$ cat config.mk
export PLATFORM = sky130hd
export DESIGN_NAME = fwd_unit
export DESIGN_NICKNAME = d
export VERILOG_FILES = /design/src/rtl/fwd_pkg.sv /design/src/rtl/fwd_match.sv /design/src/rtl/fwd_pick.sv /design/src/rtl/fwd_mux.sv /design/src/rtl/fwd_unit.sv
export SDC_FILE = /design/constraint.sdc
export NUM_CORES = 1
export LEC_CHECK = 0
export ABC_AREA = 1
export BUFFER_PORTS_ARGS = -buffer_cell sky130_fd_sc_hd__buf_2
export CAP_MARGIN = 20
export CORE_AREA = 2 2 161 163
export DETAILED_ROUTE_END_ITERATION = 10
export DIE_AREA = 0 0 163 165
export GPL_TIMING_DRIVEN = 0
export PLACE_DENSITY_LB_ADDON = 0.15
export SLEW_MARGIN = 40
export SYNTH_ARGS = -nofsm -noshare
export SYNTH_HDL_FRONTEND = slang
export SYNTH_SLANG_ARGS = --single-unit
$ cat constraint.sdc
create_clock -name vclk -period 1.65
set_input_delay 0.165 -clock vclk [all_inputs]
set_output_delay 0.165 -clock vclk [all_outputs]
set_load 0.02 [all_outputs]
$ cat src/rtl/fwd_pkg.sv
package fwd_pkg;

    typedef enum logic [1:0] {
        SEL_RF  = 2'b00,
        SEL_WB  = 2'b01,
        SEL_EXM = 2'b10
    } fwd_sel_e;

    typedef struct packed {
        logic     hit_exm;
        logic     hit_wb;
        fwd_sel_e sel;
    } lane_t;

endpackage

$ cat src/rtl/fwd_match.sv
module fwd_match #(
    parameter int REG_W    = 5,
    parameter int ZERO_REG = 31
) (
    input  logic             wen,
    input  logic [REG_W-1:0] rd,
    input  logic [REG_W-1:0] src,
    output logic             hit
);
    localparam logic [REG_W-1:0] ZERO_NUM = REG_W'(ZERO_REG);

    always_comb begin
        hit = wen && (rd != ZERO_NUM) && (rd == src);
    end
endmodule

$ cat src/rtl/fwd_pick.sv
module fwd_pick
    import fwd_pkg::*;
(
    input  logic     hit_exm,
    input  logic     hit_wb,
    output fwd_sel_e sel
);
    always_comb begin
        if (hit_exm) begin
            sel = SEL_EXM;
        end else if (hit_wb) begin
            sel = SEL_WB;
        end else begin
            sel = SEL_RF;
        end
    end
endmodule

$ cat src/rtl/fwd_mux.sv
module fwd_mux
    import fwd_pkg::*;
#(
    parameter int DATA_W = 64
) (
    input  fwd_sel_e          sel,
    input  logic [DATA_W-1:0] rf_val,
    input  logic [DATA_W-1:0] exm_val,
    input  logic [DATA_W-1:0] wb_val,
    output logic [DATA_W-1:0] out
);
    always_comb begin
        case (sel)
            SEL_EXM: out = exm_val;
            SEL_WB:  out = wb_val;
            default: out = rf_val;
        endcase
    end
endmodule

$ cat src/rtl/fwd_unit.sv
module fwd_unit
    import fwd_pkg::*;
#(
    parameter int REG_W    = 5,
    parameter int DATA_W   = 64,
    parameter int ZERO_REG = 31
) (
    input  logic [REG_W-1:0]  src_a,
    input  logic [REG_W-1:0]  src_b,
    input  logic [REG_W-1:0]  exm_rd,
    input  logic              exm_wen,
    input  logic [REG_W-1:0]  mwb_rd,
    input  logic              mwb_wen,
    input  logic [DATA_W-1:0] rf_a,
    input  logic [DATA_W-1:0] rf_b,
    input  logic [DATA_W-1:0] exm_result,
    input  logic [DATA_W-1:0] mwb_value,
    output logic [1:0]        sel_a,
    output logic [1:0]        sel_b,
    output logic [DATA_W-1:0] opnd_a,
    output logic [DATA_W-1:0] opnd_b
);
    localparam int LANES = 2;

    logic [REG_W-1:0]  src_d [LANES];
    logic [DATA_W-1:0] rf_d  [LANES];
    logic [DATA_W-1:0] out_d [LANES];
    lane_t             lane_d [LANES];

    always_comb begin
        src_d[0] = src_a;
        src_d[1] = src_b;
        rf_d[0]  = rf_a;
        rf_d[1]  = rf_b;
    end

    for (genvar g = 0; g < LANES; g++) begin : g_lane
        fwd_match #(.REG_W(REG_W), .ZERO_REG(ZERO_REG)) u_m_exm (
            .wen (exm_wen),
            .rd  (exm_rd),
            .src (src_d[g]),
            .hit (lane_d[g].hit_exm)
        );
        fwd_match #(.REG_W(REG_W), .ZERO_REG(ZERO_REG)) u_m_wb (
            .wen (mwb_wen),
            .rd  (mwb_rd),
            .src (src_d[g]),
            .hit (lane_d[g].hit_wb)
        );
        fwd_pick u_pick (
            .hit_exm (lane_d[g].hit_exm),
            .hit_wb  (lane_d[g].hit_wb),
            .sel     (lane_d[g].sel)
        );
        fwd_mux #(.DATA_W(DATA_W)) u_mux (
            .sel     (lane_d[g].sel),
            .rf_val  (rf_d[g]),
            .exm_val (exm_result),
            .wb_val  (mwb_value),
            .out     (out_d[g])
        );
    end

    always_comb begin
        sel_a  = lane_d[0].sel;
        sel_b  = lane_d[1].sel;
        opnd_a = out_d[0];
        opnd_b = out_d[1];
    end
endmodule

==> results of run 1 <==
-- power breakdown --
part	switching [uW]	internal [uW]	total, uW
Combinational	1100	1010	2110
Clock	0	0.000162	0.000162
Sequential	0	0	0
-- worst min-delay path, cell delays in order --
cell     delay (ns)
buf_2          0.10
nand2_2        0.05
nand3_2        0.05
buf_6          0.11
-- what timing repair did --
| item | 4_1_cts | 5_1_grt |
|---|---|---|
| endpoints found under the setup margin | 132 | 132 |
| resized for setup | 124 | 532 |
| cloned | 0 | 23 |
| setup buffers | 8 | 7 |
| pin swaps | 3 | 54 |
-- metal layers --
metal	part of all wire [%]	track usage, %
met1	42	25.53
met3	6.2	2.863
met4	1.9	4.505
met5	0.040	0
met2	50	36.69
-- cells by family (layout without fill, tap and decap cells) --
group	Yosys count	count (layout)	share of synthesized area, %
AOI/OAI and AO/OA	2	2	0.7047
xor gates and xnor gates	12	12	3.115
buffers and inverters	87	533	15.94
other	0	2	0
and+or+nand+nor	578	578	80.24
-- layout by cell type (no fill, tap or decap) --
cell type and n:
nor2_4 3, nand2_1 120, nand3_4 13, buf_4 37, clkbuf_16 23, nand3_1 241
nand2_2 39, nand2_4 11, buf_2 291, inv_1 5, buf_6 112, inv_2 6
o21ai_4 1, o21a_2 1, inv_4 4, inv_6 1, buf_12 32, nand3_2 138
nor2b_1 1, diode_2 2, nor2_1 3, xnor2_2 2, nor2_2 8, nor2b_4 1
xnor2_1 3, buf_8 21, xor2_1 6, clkbuf_4 1, xnor2_4 1
-- path summary, 6_finish.rpt --
check	from	end	slack, ns	cells after the start
worst max-delay path	exm_rd[0]	opnd_b[11]	-0.09	11
worst min-delay path	exm_result[33]	opnd_b[33]	0.64	4
-- metrics by stage --
stage | worst slack, ns | hold WS, ns | util, % | area, sq um | power [uW]
final | -0.08654 | 0.6407 | 35.71 | 8940 | 2109
after global routing | -0.1760 | 0.6525 | 35.69 | 8935 | 2236
after CTS | -0.1392 | 0.6755 | 25.11 | 6287 | 1604
after detailed placement | -0.5484 | 0.6800 | 23.30 | 5834 | 1525
after global placement | -0.5621 | 0.6806 | 23.30 | 5834 | 1530
after floorplan | 0.2098 | 0.5386 | - | 3374 | 740.8
-- layout make-up --
class / count / area, sq um / area share (%)
Antenna cell: 2 / 5.005 / 0.05598
Multi-Input combinational cell: 592 / 3913 / 43.76
Buffer: 70 / 1067 / 11.94
Inverter: 16 / 75.07 / 0.8397
Timing Repair Buffer: 447 / 3467 / 38.78
Tap cell: 330 / 412.9 / 4.619
==> flow_metrics.env, run 1 <==
export IMPL_yosys_top_cells_count="nand3_1, nand2_1, buf_2"
export IMPL_crit_slowest_cell="nand3_4"
export IMPL_cpPeakStageDelay_ns=0.19
export IMPL_ioPinCount=410
export IMPL_setup_viol=82
export IMPL_num_vias=7042
export IMPL_ys_warn_count=0
export IMPL_seqCellArea_sq_um=0
export IMPL_ir_drop_mv=0.1094
export IMPL_rsz0062_at_grt="yes"
export IMPL_drv_cap=0
export IMPL_grt_overflow_total=0
export IMPL_synth_top_cell_by_area="nand3_1"
export IMPL_cp_buffers_inverters=5
export IMPL_die_width_um=163
export IMPL_final_setup_worst_slack_ns=-0.08654
export IMPL_worstPathRequired_ns=1.48
export IMPL_ctsHoldBuffers=0
export IMPL_areaGrowthSynthToFinish_pct=164.9
export IMPL_dp_cells=1418
export IMPL_yosysMostFrequentCell="nand3_1"
export IMPL_wl_per_cell_um=22.17
export IMPL_drive_gt1_share_pct=66.31
export IMPL_drv_slew=0
export IMPL_crit_fanout=10
export IMPL_setup_tns_ns=-3.230
export IMPL_tightest_slew_ns=0.3139
export IMPL_p_leak_uw=0.004576
export IMPL_path_cells="buf_8 > xnor2_2 > nand2_1 > nor2_2 > nand3_4 > inv_4 > buf_12 > buf_12 > nand2_1 > nand3_1 > buf_6"
export IMPL_cp_arrival_ns=1.57
export IMPL_hold_path_class="input pin to output port"
export IMPL_fp_dieArea_sq_mm=0.02690
export IMPL_nFlopsAndLatches=0
export IMPL_drt_iter0_drc=379
export IMPL_core_area_sq_mm=0.02504
export IMPL_cp_top_family="buffers and inverters"
export IMPL_ys_types=18
export IMPL_nFillCells=2778
export IMPL_outcome="finished with violations"
export IMPL_nets=1405
export IMPL_synth_top_cell_area_share_pct=57.55
export IMPL_fmax_ghz=0.5759
export IMPL_syn_area_sq_mm=0.003374
export IMPL_drt_total_wl_um=32310
export IMPL_relSlewSlack_pct=79.08
export IMPL_final_period_utilization_pct=105.2
export IMPL_ys_seq_area_share_pct=0
export IMPL_p_per_area_mw_per_mm2=235.9
export IMPL_grt_max_degree=11
export IMPL_ys_top_cells_by_area="nand3_1, nand2_1, buf_2, buf_6, buf_4"
export IMPL_avgViaCountPerCell=4.833
export IMPL_syn_avg_cell_area_sq_um=4.970
export IMPL_routabilityCongestion=0.8708
export IMPL_postSynthCellCount=679
export IMPL_grt_usage_pct=20.32
export IMPL_final_cells=1457
export IMPL_drcViolationCount=0
export IMPL_finalHoldViolations=0
export IMPL_dr_pass1_iters=5
export IMPL_setup_worst_path_end_class="output port"
export IMPL_die_height_um=165
export IMPL_hpwl_um=23690
export IMPL_clock_buffer_count=0
export IMPL_finalCriticalPeriod_ns=1.737
export IMPL_violations="negative setup slack"
export IMPL_startpoint_type="input pin"
export IMPL_first_global_vias=6674
export IMPL_syn_nets=957
export IMPL_ant_nets=0
export IMPL_crit_type="input pin to output port"
export IMPL_initial_core_util_pct=13.48
export IMPL_rows=58
export IMPL_grt_pass1_wl_um=41200
export IMPL_antenna_found_initial=3
export IMPL_io_buffer_count=409
Power figures use the tool's default switching activity.
==> run 2: changes to the inputs <==
--- a/config.mk
+++ b/config.mk
@@ -8,9 +8,11 @@
 export ABC_AREA = 1
 export BUFFER_PORTS_ARGS = -buffer_cell sky130_fd_sc_hd__buf_2
 export CAP_MARGIN = 20
-export CORE_AREA = 2 2 161 163
+export CELL_PAD_IN_SITES_DETAIL_PLACEMENT = 1
+export CELL_PAD_IN_SITES_GLOBAL_PLACEMENT = 1
+export CORE_AREA = 2 2 158 160
 export DETAILED_ROUTE_END_ITERATION = 10
-export DIE_AREA = 0 0 163 165
+export DIE_AREA = 0 0 160 162
 export GPL_TIMING_DRIVEN = 0
 export PLACE_DENSITY_LB_ADDON = 0.15
 export SLEW_MARGIN = 40
==> flow_metrics.env, run 2 (synthesis results as in run 1) <==
export IMPL_outcome="finished with violations"
export IMPL_violations="negative setup slack"
export IMPL_setup_viol=111
export IMPL_die_width_um=160
export IMPL_cp_top_family="buffers and inverters"
export IMPL_crit_fanout=10
export IMPL_ioPinCount=410
export IMPL_final_common_cell="nand3_1"
export IMPL_final_setup_worst_slack_ns=-0.08349
export IMPL_avgViaCountPerCell=4.750
export IMPL_p_seq_share_pct=0
export IMPL_antenna_found_initial=8
export IMPL_power_internal_uw=1001
export IMPL_drv_cap=0
export IMPL_clkPwrFrac_pct=0
export IMPL_io_buffer_count=409
export IMPL_drt_iter0_drc=383
export IMPL_fp_dieArea_sq_mm=0.02592
export IMPL_drive_gt1_share_pct=60.39
export IMPL_finalCriticalPeriod_ns=1.733
export IMPL_cpPeakStageDelay_ns=0.17
export IMPL_nFillCells=3072
export IMPL_tightest_slew_ns=0.2417
export IMPL_initial_core_util_pct=14.00
export IMPL_rsz0062_at_grt="yes"
export IMPL_grt_pass1_wl_um=45240
export IMPL_ant_nets=0
export IMPL_die_height_um=162
export IMPL_ir_drop_mv=0.08306
export IMPL_crit_slowest_cell="buf_12"
export IMPL_areaGrowthSynthToFinish_pct=154.5
export IMPL_drv_slew=0
export IMPL_switching_share_pct=51.69
export IMPL_path_cells="buf_8 > buf_4 > xnor2_2 > nand2_1 > nor2_2 > nand3_4 > buf_12 > buf_6 > nand3_1 > nand3_2 > buf_6"
export IMPL_hold_path_class="input pin to output port"
export IMPL_grt_overflow_total=0
export IMPL_setup_worst_path_end_class="output port"
export IMPL_startpoint_type="input pin"
export IMPL_final_period_utilization_pct=105.1
export IMPL_drcViolationCount=0
export IMPL_fin_util_pct=35.63
export IMPL_fmax_ghz=0.5769
export IMPL_drt_total_wl_um=32470
export IMPL_p_comb_share_pct=100.0
export IMPL_core_area_sq_mm=0.02411
export IMPL_final_cell_mix="nand3_1, buf_2, nand2_1"
export IMPL_switching_power_uw=1071
export IMPL_crit_type="input pin to output port"
export IMPL_num_vias=6921
export IMPL_first_global_vias=7084
export IMPL_critical_path_top_cell_by_count="buf_6"
export IMPL_hpwl_um=24130
export IMPL_grt_usage_pct=22.60
export IMPL_seqCellArea_sq_um=0
export IMPL_hold_worst_slack_ns=0.6369
export IMPL_cp_arrival_ns=1.57
export IMPL_nets=1406
export IMPL_worstPathRequired_ns=1.48
export IMPL_finalHoldViolations=0
export IMPL_clock_buffer_count=0
export IMPL_nFlopsAndLatches=0
export IMPL_grt_max_degree=11
export IMPL_p_per_area_mw_per_mm2=241.3
export IMPL_cp_buffers_inverters=5
export IMPL_rows=57
export IMPL_dr_pass1_iters=5
export IMPL_p_total_uw=2073
export IMPL_p_leak_uw=0.004466
export IMPL_place_ws_ns=-0.6266
export IMPL_wl_per_cell_um=22.29
export IMPL_routabilityCongestion=0.8280
export IMPL_relSlewSlack_pct=83.83
==> run 2: cell type report <==
type                       count  area, sq um  share of cell area, %
antenna                        7        17.52                 0.2039
buffer                        67         1031                  12.00
inverter                      16        77.57                 0.9031
multi-input combinational    592         3578                  41.66
tap                          324        405.4                  4.720
timing repair buffer         451         3480                  40.51
==> run 2: worst paths after layout <==
check	from	endpoint	slack, ns	cells after the start
hold / removal	exm_result[21]	opnd_b[21]	0.64	4
setup / recovery	src_b[0]	opnd_b[18]	-0.08	11
==> run 2: what timing repair did <==
action	in CTS	in global routing
setup endpoints to repair	132	132
setup buffers	18	7
resized for setup	367	243
hold buffers	0	0
cloned	8	11
pin swaps	33	17
==> run 2: layer usage <==
| metal | wire (um) | vias to the layer above | GRT usage (%) |
|---|---|---|---|
| met1 | 12980 | 3318 | 27.52 |
| met4 | 415 | 2 | 2.826 |
| met3 | 2010 | 29 | 3.856 |
| li1 | - | 3280 | - |
| met5 | 16 | - | 0 |
| met2 | 17050 | 292 | 42.62 |
==> run 2: power groups by stage <==
stage          registers (uW)  logic, uW  clock network, uW
6_report                    0       2070           0.000506
5_1_grt                     0       2210           0.000504
4_1_cts                     0       1860                  0
3_5_place_dp                0       1530                  0
3_3_place_gp                0       1520                  0
2_1_floorplan               0        741                  0
==> run 2: through the flow <==
| stage | TNS [ns] | instances | instance area, sq um |
|---|---|---|---|
| floorplan | 0 | 679 | 3374 |
| global placement | -52.46 | 1412 | 5827 |
| detailed placement | -54.84 | 1412 | 5827 |
| CTS | -3.602 | 1438 | 7386 |
| global route | -15.62 | 1457 | 8589 |
| finish | -3.623 | 1457 | 8589 |
==> run 3: changes to the inputs <==
--- a/config.mk
+++ b/config.mk
@@ -10,9 +10,9 @@
 export CAP_MARGIN = 20
 export CELL_PAD_IN_SITES_DETAIL_PLACEMENT = 1
 export CELL_PAD_IN_SITES_GLOBAL_PLACEMENT = 1
-export CORE_AREA = 2 2 158 160
+export CORE_AREA = 2 2 159 161
 export DETAILED_ROUTE_END_ITERATION = 10
-export DIE_AREA = 0 0 160 162
+export DIE_AREA = 0 0 161 163
 export GPL_TIMING_DRIVEN = 0
 export PLACE_DENSITY_LB_ADDON = 0.15
 export SLEW_MARGIN = 40
==> constraint.sdc (replaced) <==
create_clock -name vclk -period 2
set_input_delay 0.2 -clock vclk [all_inputs]
set_output_delay 0.2 -clock vclk [all_outputs]
set_load 0.02 [all_outputs]
==> flow_metrics.env, run 3 (synthesis results as in run 1) <==
export IMPL_hold_start="exm_result[8]"
export IMPL_rows=58
export IMPL_path_cells="buf_2 > nand3_1 > o21a_1 > nand3_4 > buf_2 > buf_2 > nand3_1 > nand3_1 > buf_2"
export IMPL_avgViaCountPerCell=4.592
export IMPL_initial_core_util_pct=13.68
export IMPL_worstPathRequired_ns=1.80
export IMPL_drive_gt1_share_pct=46.63
export IMPL_cp_arrival_ns=1.68
export IMPL_grt_pass1_wl_um=42490
export IMPL_finalCriticalPeriod_ns=1.880
export IMPL_crit_type="input pin to output port"
export IMPL_drt_iter0_drc=311
export IMPL_final_period_utilization_pct=93.99
export IMPL_outcome="complete, no violations"
export IMPL_setup_tns_ns=0
export IMPL_fmax_ghz=0.5320
export IMPL_cp_top_family="buffers and inverters"
export IMPL_worstHoldEndpoint="opnd_b[8]"
export IMPL_tightest_slew_ns=0.3199
export IMPL_setup_viol=0
export IMPL_grt_max_degree=11
export IMPL_fp_dieArea_sq_mm=0.02624
export IMPL_die_height_um=163
export IMPL_hold_worst_slack_ns=0.7519
export IMPL_core_area_sq_mm=0.02467
export IMPL_grt_usage_pct=21.14
export IMPL_first_global_vias=6797
export IMPL_die_width_um=161
export IMPL_nFlopsAndLatches=0
export IMPL_drt_total_wl_um=29570
export IMPL_critical_path_top_cell_by_count="buf_2"
export IMPL_holdPathStages=4
export IMPL_io_buffer_count=409
export IMPL_final_common_cell="buf_2"
export IMPL_p_leak_uw=0.003322
export IMPL_drcViolationCount=0
export IMPL_hold_path_class="input pin to output port"
export IMPL_routabilityCongestion=0.8428
export IMPL_ioPinCount=410
export IMPL_drv_slew=0
export IMPL_num_vias=6581
export IMPL_finalHoldViolations=0
export IMPL_ant_nets=0
export IMPL_rsz0062_at_grt="yes"
export IMPL_final_cell_mix="buf_2, nand3_1, nand2_1"
export IMPL_cp_buffers_inverters=4
export IMPL_clock_buffer_count=0
export IMPL_crit_fanout=10
export IMPL_grt_overflow_total=0
export IMPL_seqCellArea_sq_um=0
export IMPL_setup_worst_path_end_class="output port"
export IMPL_areaGrowthSynthToFinish_pct=81.79
export IMPL_nets=1378
export IMPL_dr_pass1_iters=4
export IMPL_relSlewSlack_pct=78.68
export IMPL_antenna_found_initial=4
export IMPL_crit_slowest_cell="buf_2"
export IMPL_hpwl_um=24530
export IMPL_drv_cap=0
export IMPL_cpPeakStageDelay_ns=0.27
export IMPL_wl_per_cell_um=20.64
export IMPL_p_per_area_mw_per_mm2=208.2
export IMPL_ir_drop_mv=0.05464
export IMPL_startpoint_type="input pin"
==> run 3: cell count changes in the layout (fill, tap and decap cells not counted), sizes merged <==
cell and change:
bufbuf -1, clkbuf -5, diode -2, buf -22
==> run 3: tightest hold or removal path, delay by kind of cell <==
| kind | cells | cell delay [ns] |
|---|---|---|
| and+or+nand+nor | 2 | 0.12 |
| buffers and inverters | 2 | 0.24 |
==> run 3: worst max-delay path by stage <==
stage,slack (ns),cells past startpoint,from,to
6_report,0.12,9,exm_rd[2],opnd_b[18]
2_1_floorplan,0.49,8,mwb_rd[0],sel_a[0]
5_1_grt,-0.005,12,src_b[1],opnd_b[7]
3_3_place_gp,-0.36,12,src_b[1],opnd_b[7]
4_1_cts,0.009,13,src_b[1],opnd_b[44]
3_5_place_dp,-0.34,12,src_b[1],opnd_b[7]
==> run 3: report_power, final <==
| part | internal, uW | switching (uW) | leakage [uW] |
|---|---|---|---|
| Sequential | 0 | 0 | 0 |
| Combinational | 522 | 755 | 0.00332 |
| Clock | 0.000335 | 0 | 0.0000000317 |
==> run 3: per-layer routing <==
layer | global-route usage (%) | share of wire, %
met5 | 0 | 0
met4 | 3.125 | 1.5
met3 | 2.368 | 5.4
met2 | 39.33 | 50
met1 | 26.66 | 43
==> run 3: through the flow <==
step           setup WS [ns]  total power (uW)  utilization [%]  std cells  cell area, sq um
2_1_floorplan         0.4898             611.1                -        679              3374
3_3_place_gp         -0.3581              1257            23.65       1418              5834
3_5_place_dp         -0.3441              1258            23.65       1418              5834
4_1_cts             0.009460              1277            24.19       1424              5969
5_1_grt            -0.005333              1391            24.84       1431              6130
6_report              0.1202              1277            24.86       1433              6135
==> run 3: final cells by class <==
class              count  area (sq um)
diodes                 5         12.51
plain buffers         71         633.1
fillers             3368         18540
inverters             16         62.56
multi-input cells    592          2874
well taps            330         412.9
repair buffers       419          2140
==> run 3: timing repair <==
item / 4_1_cts / 5_1_grt
buffers inserted: 6 / 3
gates resized for setup: 31 / 41
endpoints found under the hold margin: 0 / 0
hold buffers: 0 / 0
endpoints found under the setup margin: 122 / 81
gates cloned: 0 / 1
pin swaps: 2 / 3
